File: src/rtl/bridge_regwin_pkg.sv
// Shared constants and types for the bridge register window controller.
// Assumes 64-bit data; offsets are byte offsets inside the MMIO window.
package bridge_regwin_pkg;
    localparam int DW = 64;
    localparam logic [DW-1:0] ALL_ONES = '1;
    localparam int OFS_SPA       = 'h20;
    localparam int OFS_SPB       = 'h28;
    localparam int OFS_INTCTL    = 'h58;
    localparam int OFS_ESB       = 'h60;
    localparam int OFS_NOTIFY    = 'h68;
    localparam int OFS_VECOFS    = 'h70;
    localparam int INTRST_BIT    = 62;   // MSB-first bit 1
    localparam int EN_BIT        = 0;    // enable / valid flag position
    localparam int WORD_BYTES    = 8;

    typedef struct packed {
        logic          valid;
        logic          bad;
        logic [DW-1:0] data;
    } rsp_t;
endpackage

File: src/rtl/bridge_sb_port.sv
// Sideband configuration port: owns the BAR register only.
// Assumes one request per cycle; responds one cycle later; reads give all ones.
module bridge_sb_port
    import bridge_regwin_pkg::*;
#(
    parameter int             OFS_W      = 8,
    parameter logic [DW-1:0]  DEF_BASE   = 64'h0000_0030_2030_0000,
    parameter int             BAR_OFS    = 0
) (
    input  logic             clk,
    input  logic             rst_n,
    input  logic             req_valid,
    input  logic             req_write,
    input  logic [OFS_W-1:0] req_addr,
    input  logic [3:0]       req_len,
    input  logic [DW-1:0]    req_wdata,
    output rsp_t             rsp,
    output logic [DW-1:0]    bar
);
    logic len_ok, bar_wr;
    assign len_ok = (req_len == 4'(WORD_BYTES));
    assign bar_wr = req_valid && req_write && len_ok && (req_addr == OFS_W'(BAR_OFS));

    // BAR register: reset to default base with enable set, else sideband load
    always_ff @(posedge clk) begin
        if (!rst_n)      bar <= DEF_BASE | (DW'(1) << EN_BIT);
        else if (bar_wr) bar <= req_wdata;
    end

    // Response register: one response per request, one cycle later
    always_ff @(posedge clk) begin
        if (!rst_n) rsp <= '0;
        else begin
            rsp.valid <= req_valid;
            rsp.bad   <= req_valid && !len_ok;
            rsp.data  <= (!len_ok || !req_write) ? ALL_ONES : '0;
        end
    end

    p_bar_hold_r3: assert property (@(posedge clk) disable iff (!rst_n)
        $past(rst_n) && !$past(bar_wr) |-> $stable(bar));
    p_bad_ones_r2: assert property (@(posedge clk) disable iff (!rst_n)
        rsp.bad |-> rsp.valid && rsp.data == ALL_ONES);
endmodule

File: src/rtl/bridge_mmio_regs.sv
// MMIO port: decodes accesses inside the 1 MiB window and holds the control
// registers. Assumes the BAR enable is value bit 0 and requests are single words.
module bridge_mmio_regs
    import bridge_regwin_pkg::*;
#(
    parameter int AW     = 48,
    parameter int WIN_SH = 20
) (
    input  logic          clk,
    input  logic          rst_n,
    input  logic [AW-1:0] bar_base,
    input  logic          bar_en,
    input  logic          req_valid,
    input  logic          req_write,
    input  logic [AW-1:0] req_addr,
    input  logic [3:0]    req_len,
    input  logic [DW-1:0] req_wdata,
    output rsp_t          rsp,
    output logic          undec_err,
    output logic          src_reset,
    output logic [DW-1:0] esb_reg,
    output logic          esb_wr
);
    logic [DW-1:0]     intctl_q, notify_q, vecofs_q, rd_val;
    logic [WIN_SH-1:0] ofs;
    logic              hit, len_ok, decoded, wr_ok;

    assign ofs    = req_addr[WIN_SH-1:0];
    assign hit    = req_valid && bar_en && (req_addr[AW-1:WIN_SH] == bar_base[AW-1:WIN_SH]);
    assign len_ok = (req_len == 4'(WORD_BYTES));
    assign wr_ok  = hit && len_ok && req_write;
    assign esb_wr = wr_ok && (ofs == WIN_SH'(OFS_ESB));

    // Read mux and decode flag for the window offset
    always_comb begin
        decoded = 1'b1;
        rd_val  = '0;
        case (ofs)
            WIN_SH'(OFS_SPA), WIN_SH'(OFS_SPB): rd_val = '0;
            WIN_SH'(OFS_INTCTL): rd_val = intctl_q;
            WIN_SH'(OFS_ESB):    rd_val = esb_reg;
            WIN_SH'(OFS_NOTIFY): rd_val = notify_q;
            WIN_SH'(OFS_VECOFS): rd_val = vecofs_q;
            default: begin decoded = 1'b0; rd_val = ALL_ONES; end
        endcase
    end

    // Control register writes
    always_ff @(posedge clk) begin
        if (!rst_n) begin
            intctl_q <= '0; esb_reg <= '0; notify_q <= '0; vecofs_q <= '0;
        end else if (wr_ok) begin
            case (ofs)
                WIN_SH'(OFS_INTCTL): intctl_q <= req_wdata;
                WIN_SH'(OFS_ESB):    esb_reg  <= req_wdata;
                WIN_SH'(OFS_NOTIFY): notify_q <= req_wdata;
                WIN_SH'(OFS_VECOFS): vecofs_q <= req_wdata;
                default: ;
            endcase
        end
    end

    // Response, source reset pulse and undecoded-write flag
    always_ff @(posedge clk) begin
        if (!rst_n) begin
            rsp <= '0; src_reset <= 1'b0; undec_err <= 1'b0;
        end else begin
            rsp.valid <= hit;
            rsp.bad   <= hit && !len_ok;
            rsp.data  <= !len_ok ? ALL_ONES : (req_write ? '0 : rd_val);
            src_reset <= wr_ok && (ofs == WIN_SH'(OFS_INTCTL)) && req_wdata[INTRST_BIT];
            undec_err <= wr_ok && !decoded;
        end
    end

    p_intrst_stored_r7: assert property (@(posedge clk) disable iff (!rst_n)
        src_reset |-> intctl_q[INTRST_BIT]);
    p_bad_ones_r2: assert property (@(posedge clk) disable iff (!rst_n)
        rsp.bad |-> rsp.valid && rsp.data == ALL_ONES);
    p_undec_resp_r6: assert property (@(posedge clk) disable iff (!rst_n)
        undec_err |-> rsp.valid && !rsp.bad);
endmodule

File: src/rtl/bridge_esb_window.sv
// Event-page window tracker: opens on a 0->1 valid-flag transition of the
// event-page base register and closes on 1->0. Assumes one write per cycle.
module bridge_esb_window
    import bridge_regwin_pkg::*;
#(
    parameter int AW = 48
) (
    input  logic          clk,
    input  logic          rst_n,
    input  logic          wr,
    input  logic [DW-1:0] old_val,
    input  logic [DW-1:0] new_val,
    output logic          en,
    output logic [AW-1:0] base
);
    // Map on rising flag, unmap on falling flag, hold otherwise
    always_ff @(posedge clk) begin
        if (!rst_n) begin
            en <= 1'b0; base <= '0;
        end else if (wr) begin
            if (!old_val[EN_BIT] && new_val[EN_BIT]) begin
                en   <= 1'b1;
                base <= {new_val[AW-1:1], 1'b0};
            end else if (old_val[EN_BIT] && !new_val[EN_BIT]) begin
                en   <= 1'b0;
            end
        end
    end

    p_en_tracks_flag_r8: assert property (@(posedge clk) disable iff (!rst_n)
        $past(rst_n) |-> en == old_val[EN_BIT]);
    p_base_frozen_r8: assert property (@(posedge clk) disable iff (!rst_n)
        $past(rst_n) && $past(en) && en |-> $stable(base));
endmodule

File: src/rtl/bridge_regwin.sv
// Top of the bridge register window controller: sideband BAR port, MMIO
// control registers and the event-page window tracker.
module bridge_regwin
    import bridge_regwin_pkg::*;
#(
    parameter int            AW       = 48,
    parameter int            SB_OFS_W = 8,
    parameter logic [DW-1:0] DEF_BASE = 64'h0000_0030_2030_0000
) (
    input  logic          clk,
    input  logic          rst_n,
    input  logic          sb_valid,
    input  logic          sb_write,
    input  logic [7:0]    sb_addr,
    input  logic [3:0]    sb_len,
    input  logic [63:0]   sb_wdata,
    output logic          sb_rsp_valid,
    output logic          sb_rsp_bad,
    output logic [63:0]   sb_rsp_data,
    input  logic          mm_valid,
    input  logic          mm_write,
    input  logic [AW-1:0] mm_addr,
    input  logic [3:0]    mm_len,
    input  logic [63:0]   mm_wdata,
    output logic          mm_rsp_valid,
    output logic          mm_rsp_bad,
    output logic [63:0]   mm_rsp_data,
    output logic          win_en,
    output logic [AW-1:0] win_base,
    output logic          esb_en,
    output logic [AW-1:0] esb_base,
    output logic          src_reset,
    output logic          undec_err
);
    localparam int WIN_SH = 20;   // 1 MiB MMIO window

    rsp_t          sb_rsp, mm_rsp;
    logic [DW-1:0] bar, esb_reg, esb_prev;
    logic          esb_wr;
    logic          unused_bar_hi;

    assign unused_bar_hi = ^bar[DW-1:AW];
    assign win_en   = bar[EN_BIT];
    assign win_base = {bar[AW-1:1], 1'b0};

    bridge_sb_port #(.OFS_W(SB_OFS_W), .DEF_BASE(DEF_BASE), .BAR_OFS(0)) u_sb (
        .clk(clk), .rst_n(rst_n), .req_valid(sb_valid), .req_write(sb_write),
        .req_addr(sb_addr), .req_len(sb_len), .req_wdata(sb_wdata),
        .rsp(sb_rsp), .bar(bar));

    bridge_mmio_regs #(.AW(AW), .WIN_SH(WIN_SH)) u_mm (
        .clk(clk), .rst_n(rst_n), .bar_base(win_base), .bar_en(win_en),
        .req_valid(mm_valid), .req_write(mm_write), .req_addr(mm_addr),
        .req_len(mm_len), .req_wdata(mm_wdata), .rsp(mm_rsp),
        .undec_err(undec_err), .src_reset(src_reset),
        .esb_reg(esb_reg), .esb_wr(esb_wr));

    assign esb_prev = esb_reg;

    bridge_esb_window #(.AW(AW)) u_esb (
        .clk(clk), .rst_n(rst_n), .wr(esb_wr), .old_val(esb_prev),
        .new_val(mm_wdata), .en(esb_en), .base(esb_base));

    assign sb_rsp_valid = sb_rsp.valid;
    assign sb_rsp_bad   = sb_rsp.bad;
    assign sb_rsp_data  = sb_rsp.data;
    assign mm_rsp_valid = mm_rsp.valid;
    assign mm_rsp_bad   = mm_rsp.bad;
    assign mm_rsp_data  = mm_rsp.data;

    p_reset_window_r1: assert property (@(posedge clk) disable iff (!rst_n)
        $past(!rst_n) |-> win_en && win_base == DEF_BASE[AW-1:0] && !esb_en);
endmodule

File: config.mk
export PLATFORM = sky130hd
export DESIGN_NAME = bridge_regwin
export DESIGN_NICKNAME = d
export VERILOG_FILES = /design/src/rtl/bridge_regwin_pkg.sv /design/src/rtl/bridge_sb_port.sv /design/src/rtl/bridge_mmio_regs.sv /design/src/rtl/bridge_esb_window.sv /design/src/rtl/bridge_regwin.sv
export SDC_FILE = /design/constraint.sdc
export NUM_CORES = 1
export LEC_CHECK = 0
export BUFFER_PORTS_ARGS = -buffer_cell sky130_fd_sc_hd__clkbuf_2
export CAP_MARGIN = 20
export CELL_PAD_IN_SITES_DETAIL_PLACEMENT = 0
export CELL_PAD_IN_SITES_GLOBAL_PLACEMENT = 1
export CORE_MARGIN = 2
export CORE_UTILIZATION = 44
export CTS_BUF_LIST = sky130_fd_sc_hd__clkbuf_8 sky130_fd_sc_hd__clkbuf_16
export DETAILED_ROUTE_END_ITERATION = 10
export PLACE_DENSITY_LB_ADDON = 0.1
export SLEW_MARGIN = 20
export SYNTH_ARGS = -nofsm -noshare
export SYNTH_HDL_FRONTEND = slang
export SYNTH_HIERARCHICAL = 1
export SYNTH_SLANG_ARGS = --single-unit
File: constraint.sdc
create_clock -name clk -period 6.1 [get_ports clk]
set_input_delay 0.61 -clock clk [delete_from_list [all_inputs] [get_ports clk]]
set_output_delay 0.61 -clock clk [all_outputs]
set_load 0.005 [all_outputs]
==> qor.csv, run 1 <==
stage,metric,value,unit
cells_and_area,Final nets,2331,
sta,Hold Worst Slack,0.257,ns
sta,Fmax,0.278,GHz
cells_and_area,layout cells sized above 1,27.7,%
setup_path,slowest cell on the critical path,nand3b_1,
setup_path,reg2reg path depth,7,
power_and_ir_drop,switch share,22.7,%
sta,Slew HR,26.0,%
synthesis,mapped cell area,17900,um^2
clock_network,CTS-repair resized insts,0,
global_routing,overall routing resource usage,23.4,%
die,die height,206,um
placed_design,Placed Area,19500,um^2
setup_path,Setup crit start kind,flip-flop,
sta,unrepaired setup endpoints after global routing,false,
die,Die Wd,206,um
setup_path,Crit Path Class,flip-flop to flip-flop,
power_and_ir_drop,sequential power share,47.7,%
sta,final worst slack,2.51,ns
power_and_ir_drop,Combinational Power Share,5.1,%
sta,Final period util,58.9,%
power_and_ir_drop,cell internal pwr,4540,uW
die,core area,39900,um^2
synthesis,Synth Instances,1863,
synthesis,Ys Warns,6,
synthesis,Syn Nets,2062,
power_and_ir_drop,leakage power total,0.0104,uW
power_and_ir_drop,Power Dens Cells,279,nW/um^2
setup_path,crit-path leading delay family,simple AND/OR/NAND/NOR gates,
power_and_ir_drop,Peak VDD IR,0.000163,V
placed_design,Post-DP HPWL,31500,um
die,initial core utilization,44.9,%
cells_and_area,max FFs per register,66,
clock_network,CTS tree,yes,
sta,Final min period,3.59,ns
clock_network,cts bufs inserted,47,
sta,Post-Route Setup TNS,0,ns
die,Die Area,42300,um^2
setup_path,Critical Path RT,6.52,ns
die,# rows,73,
detailed_routing,TritonRoute pass-1 iters,5,
detailed_routing,Routed Wire Length,50400,um
setup_path,CP Capture Type,flip-flop,
min_path,hold crit path type,input pin to flip-flop,
run,Max-cap violations,0,
cells_and_area,Layout area overhead,17.7,%
sta,Slew @ Worst Pin,1.11,ns
die,# IOs,430,
setup_path,CP Max Fanout,29,
detailed_routing,DR iter-0 viols,698,
setup_path,data arrival time of the worst path,4.02,ns
min_path,hold path cells,3,
global_routing,largest net degree at the start of global routing,175,
sta,pins over their slew limit,0,
sta,final hold vios,0,
placed_design,PortBufs,411,
clock_network,Clock Latency Late Sink,0.58,ns
clock_network,root buffer cell,clkbuf_16,
run_status,status,completed,
clock_network,Setup Buffers After CTS,0,
placed_design,Worst Setup Slack post-DPL,2.21,ns
sta,Setup Viol. Count Final,0,
clock_network,CTS Buffer Depth,3,
clock_network,CTS Sinks,423,
global_routing,first-pass GRT wire length,77400,um
global_routing,grt total ovfl,0,
setup_path,crit path cell chain,"xor2_1, or4_1, nand4bb_1, nor4_2, nand3b_1, buf_4, mux2i_1",
power_and_ir_drop,Clk pwr share,47.2,%
global_routing,antenna violations before repair,1,
clock_network,Clock transition at path regs,0.06,ns
global_routing,vias in the first global route,13900,
detailed_routing,via count,14000,
sta,Fin Clk Skew,0.0209,ns
clock_network,hold_buf cts,0,
detailed_routing,wire per inst,18.7,um
setup_path,Bufs and invs on worst path,1,
setup_path,WP depth,7,
detailed_routing,DRT antenna net count,0,
cells_and_area,largest register by flop count,u_mm/rsp,
detailed_routing,DRC viols,0,
clock_network,H-tree levels,2,
detailed_routing,vias per cell,5.18,
cells_and_area,"Design Area, Final",21100,um^2
power_and_ir_drop,NetSw,1330,uW
placed_design,GPL Wtd Cong,0.854,
synthesis,syn avg cell area,9.61,um^2
setup_path,max incr delay on CP,0.77,ns
## final timing paths
check	start	to	slack, ns
worst max-delay path	u_sb/bar[29]$_SDFFE_PN1P_	u_mm/esb_reg[51]$_SDFFE_PN0P_	2.51
worst min-delay path	sb_wdata[41]	u_sb/bar[41]$_SDFFE_PN0P_	0.26
worst max register to register	u_sb/bar[29]$_SDFFE_PN1P_	u_mm/esb_reg[51]$_SDFFE_PN0P_	2.51
worst min register to register	u_esb/base[12]$_SDFFE_PN0P_	u_esb/base[12]$_SDFFE_PN0P_	0.45
## worst min-delay path: stages
cell	delay (ns)
clkbuf_2	0.08
nand2_1	0.04
mux2i_1	0.05
## layer usage
layer  vias up  part of all wire (%)  global-route usage (%)
li1       6870                     -                       -
met1      6714                    45                    30.1
met2       309                    46                    38.0
met3        71                   7.0                    6.65
met4         0                   2.1                    7.01
met5         -                     0                       0
## final cells by class
class / count / area (um^2)
tap: 525 / 657
clock inverter: 27 / 184
antenna: 1 / 2.50
inverter: 10 / 37.5
sequential: 423 / 8470
fill: 3729 / 18800
timing repair buffer: 434 / 2250
clock buffer: 58 / 1340
multi-input combinational: 1216 / 8130
## layout by cell type, fill, tap and decap left out, types with 2 or more instances in the layout
| cell type | count |
|---|---|
| clkinv_2 | 6 |
| nand4_1 | 52 |
| o311ai_1 | 5 |
| a21oi_1 | 129 |
| inv_1 | 26 |
| a22oi_1 | 64 |
| nor4_1 | 12 |
| inv_6 | 2 |
| nand2_1 | 395 |
| clkbuf_2 | 409 |
| nor3_1 | 6 |
| bufinv_16 | 2 |
| nor2_4 | 3 |
| xnor2_1 | 2 |
| o21ai_2 | 20 |
| nor2b_1 | 76 |
| mux2_2 | 64 |
| mux2i_1 | 299 |
| nor2_1 | 5 |
| conb_1 | 2 |
| buf_4 | 23 |
| and2_1 | 3 |
| dfxtp_1 | 423 |
| clkbuf_8 | 10 |
| nand4b_1 | 2 |
| xor2_1 | 21 |
| clkbuf_16 | 48 |
| o21ai_0 | 24 |
| and3_1 | 2 |
| nand2_2 | 2 |
| o21ai_1 | 10 |
## per-stage QoR
stage / instances / total power, uW / utilization, %
after floorplan: 1863 / 3030 / -
after global placement: 2608 / 3160 / 49.0
after detailed placement: 2608 / 3160 / 49.0
after CTS: 2693 / 5940 / 52.8
after global routing: 2694 / 6090 / 52.8
final: 2694 / 5870 / 52.8
## power by group through the flow
stage	Combinational [uW]	Sequential, uW	Clock, uW
finish	301	2800	2770
global route	332	2800	2960
CTS	305	2800	2840
detailed placement	304	2860	0
global placement	301	2860	0
floorplan	166	2870	0
(Power assumes the default switching activity.)
==> run 2, diff against run 1 <==
ABC_AREA = 1   (was unset)
CORE_UTILIZATION = 35   (was 44)
clock period = 2.9 ns   (was 6.1 ns; I/O delays follow)
==> run 2 against run 1 <==
Net effect:
- flip-flop and latch count unchanged
- setup slack got worse by 2.2 ns
- area after synthesis increased by 25%
- clock power increased by 140%
- critical path depth increased by 5
- utilization decreased by 10 points
- maximum frequency increased by 40%
- synthesized cell count increased by 89%
- first-iteration DRC count increased by 93%
- final area increased by 28%
- global-route usage decreased by 0.28 points
- critical path type unchanged
==> qor.csv, run 2 <==
stage,metric,value,unit,change
global_routing,largest net degree at the start of global routing,131,,-25%
setup_path,slowest cell on the critical path,nor4_2,,
global_routing,met1 Usage GRT,29.7,%,-0.44 points
synthesis,mapped cell area,22400,um^2,+25%
synthesis,Synth Instances,3520,,+89%
sta,Post-Route Setup TNS,0,ns,unchanged
min_path,Hold Startpoint,sb_wdata[33],,
global_routing,overall routing resource usage,23.1,%,-0.28 points
setup_path,Worst R2R Setup Slack,0.33,ns,-2.18 ns
detailed_routing,vias per cell,4.72,,-8.9%
die,core area,63200,um^2,+58%
placed_design,Placed Area,24300,um^2,+25%
setup_path,Setup crit start kind,flip-flop,,
die,# IOs,430,,unchanged
detailed_routing,DRC viols,0,,unchanged
setup_path,CP Capture Type,flip-flop,,
clock_network,Clock transition at path regs,0.06,ns,about the same
sta,Slew @ Worst Pin,1.09,ns,-0.0168 ns
setup_path,FF-to-FF Start,u_sb/bar[27]$_SDFFE_PN0P_,,
setup_path,r2r endpoint,u_esb/base[2]$_SDFFE_PN0P_,,
cells_and_area,"Design Area, Final",27000,um^2,+28%
setup_path,most frequent CP cell,nand2_1,,
global_routing,grt peak-use layer,met2,,
sta,Final min period,2.57,ns,-1.02 ns
detailed_routing,TritonRoute pass-1 iters,5,,unchanged
cells_and_area,Layout area overhead,20.2,%,
cells_and_area,largest register by flop count,u_mm/rsp,,
die,initial core utilization,35.5,%,-9.4 points
clock_network,Setup Buffers After CTS,0,,unchanged
global_routing,met2 usage,39.5,%,+1.6 points
die,# rows,92,,+26%
setup_path,Crit Path Class,flip-flop to flip-flop,,
die,Die Wd,257,um,+25%
cells_and_area,max FFs per register,66,,unchanged
global_routing,grt total ovfl,0,,unchanged
setup_path,worst setup path start,u_sb/bar[27]$_SDFFE_PN0P_,,
run_status,status,completed,,
sta,pins over their slew limit,0,,unchanged
setup_path,reg2reg path depth,12,,+5
sta,final hold vios,0,,unchanged
global_routing,antenna violations before repair,2,,+1
sta,Fmax,0.389,GHz,+40%
setup_path,data arrival time of the worst path,3.05,ns,-0.97 ns
synthesis,syn avg cell area,6.37,um^2,-34%
setup_path,CP Max Fanout,20,,-31%
setup_path,Critical Path RT,3.38,ns,-3.14 ns
setup_path,CP Capture Point,u_esb/base[2]$_SDFFE_PN0P_,,
run,Max-cap violations,0,,unchanged
synthesis,Syn Nets,3719,,+80%
sta,Fin Clk Skew,0.0261,ns,+0.00526 ns
sta,Slew HR,27.1,%,+1.1 points
global_routing,first-pass GRT wire length,122000,um,+57%
power_and_ir_drop,Power Dens Cells,503,nW/um^2,+81%
clock_network,CTS Sinks,423,,unchanged
clock_network,CTS tree,yes,,
synthesis,Ys Warns,6,,unchanged
clock_network,H-tree levels,2,,unchanged
clock_network,cts bufs inserted,52,,+11%
cells_and_area,Final nets,4008,,+72%
cells_and_area,FILL cells,6720,,+80%
power_and_ir_drop,Peak VDD IR,0.000457,V,+180%
clock_network,root buffer cell,clkbuf_16,,
cells_and_area,layout cells sized above 1,15.5,%,-12 points
global_routing,vias in the first global route,21600,,+55%
placed_design,PortBufs,411,,unchanged
power_and_ir_drop,Total Power,13600,uW,+130%
setup_path,max incr delay on CP,0.57,ns,-0.20 ns
setup_path,crit path cell chain,"inv_1, nand2_1, nand2_1, nor2_1, nand2_1, nor3_1, nand2_1, nor4_2, nand2_4, buf_12, o21ai_0, nor2_1",,
detailed_routing,Routed Wire Length,78200,um,+55%
detailed_routing,wire per inst,16.6,um,-11%
min_path,hold crit path type,input pin to flip-flop,,
clock_network,CTS Buffer Depth,3,,unchanged
detailed_routing,via count,22200,,+59%
clock_network,Clock Latency Late Sink,0.61,ns,+0.03 ns
cells_and_area,"most common cell after layout, fill and taps aside",nand2_1,,
detailed_routing,DR iter-0 viols,1344,,+93%
sta,unrepaired setup endpoints after global routing,false,,
global_routing,met3 usage,3.84,%,-2.8 points
die,Die Area,66100,um^2,+56%
cells_and_area,most frequent cells in the layout,"nand2_1 (870), inv_1 (684), nor2_1 (457)",,
detailed_routing,DRT antenna net count,0,,unchanged
placed_design,GPL Wtd Cong,0.803,,-6.0%
sta,Final period util,88.8,%,+30 points
sta,Setup Viol. Count Final,0,,unchanged
power_and_ir_drop,leakage power total,0.0132,uW,+27%
cells_and_area,fin util,42.7,%,-10 points
placed_design,Post-DP HPWL,47600,um,+51%
die,die height,257,um,+25%
-- run 2: repair_timing --
| item | in CTS | in global routing |
|---|---|---|
| endpoints found under the setup margin | 0 | 1 |
| hold buffers | 83 | 0 |
| hold endpoints to repair | 84 | 0 |
| resized for setup | 0 | 1 |
-- run 2: cell type report --
type | instances | area (um^2) | area share (%)
clock inverter | 25 | 248 | 0.919
clock buffer | 68 | 1530 | 5.69
inverter | 685 | 2580 | 9.57
timing repair buffer | 561 | 3610 | 13.4
multi-input combinational | 2086 | 9450 | 35.1
tap | 846 | 1060 | 3.93
antenna | 2 | 5.00 | 0.0186
sequential | 423 | 8470 | 31.4
-- run 2: critical path, delay by kind of cell, from the launching register on --
family          cells  cell delay [ns]
buf+inv             2             0.31
simple gates        9             1.56
flops               1             0.39
compound gates      1             0.16
-- run 2: per-stage QoR --
stage               setup WS [ns]  hold WS, ns  cells
CTS                         0.173     0.000825   4694
global placement            0.128        0.453   4518
floorplan                   0.998        0.402   3520
detailed placement         0.0595        0.467   4518
finish                      0.326       0.0267   4696
global route                0.104       0.0366   4696
-- run 2: worst min-delay path by stage --
stage | endpoint | slack (ns) | cells after the start
6_report | u_sb/bar[33]$_SDFFE_PN0P_ | 0.03 | 5
4_1_cts | u_esb/base[43]$_SDFFE_PN0P_ | 0.0008 | 3
3_5_place_dp | u_esb/base[38]$_SDFFE_PN0P_ | 0.47 | 2
3_3_place_gp | u_mm/intctl_q[62]$_SDFFE_PN0P_ | 0.45 | 2
5_1_grt | u_sb/bar[46]$_SDFFE_PN0P_ | 0.04 | 5
2_1_floorplan | u_sb/rsp[65]$_SDFF_PN0_ | 0.40 | 2
-- run 2: metal layers --
metal,up-vias,wire length [um]
li1,11400,-
met1,10100,34500
met2,573,37100
met3,112,4400
met4,0,2140
met5,-,0
-- run 2: where the power goes --
part           total, uW  leakage, uW  internal [uW]  switching (uW)
Combinational        908      0.00886            370             538
Sequential          5900      0.00343           5870            29.9
Clock               6750     0.000905           4060            2690
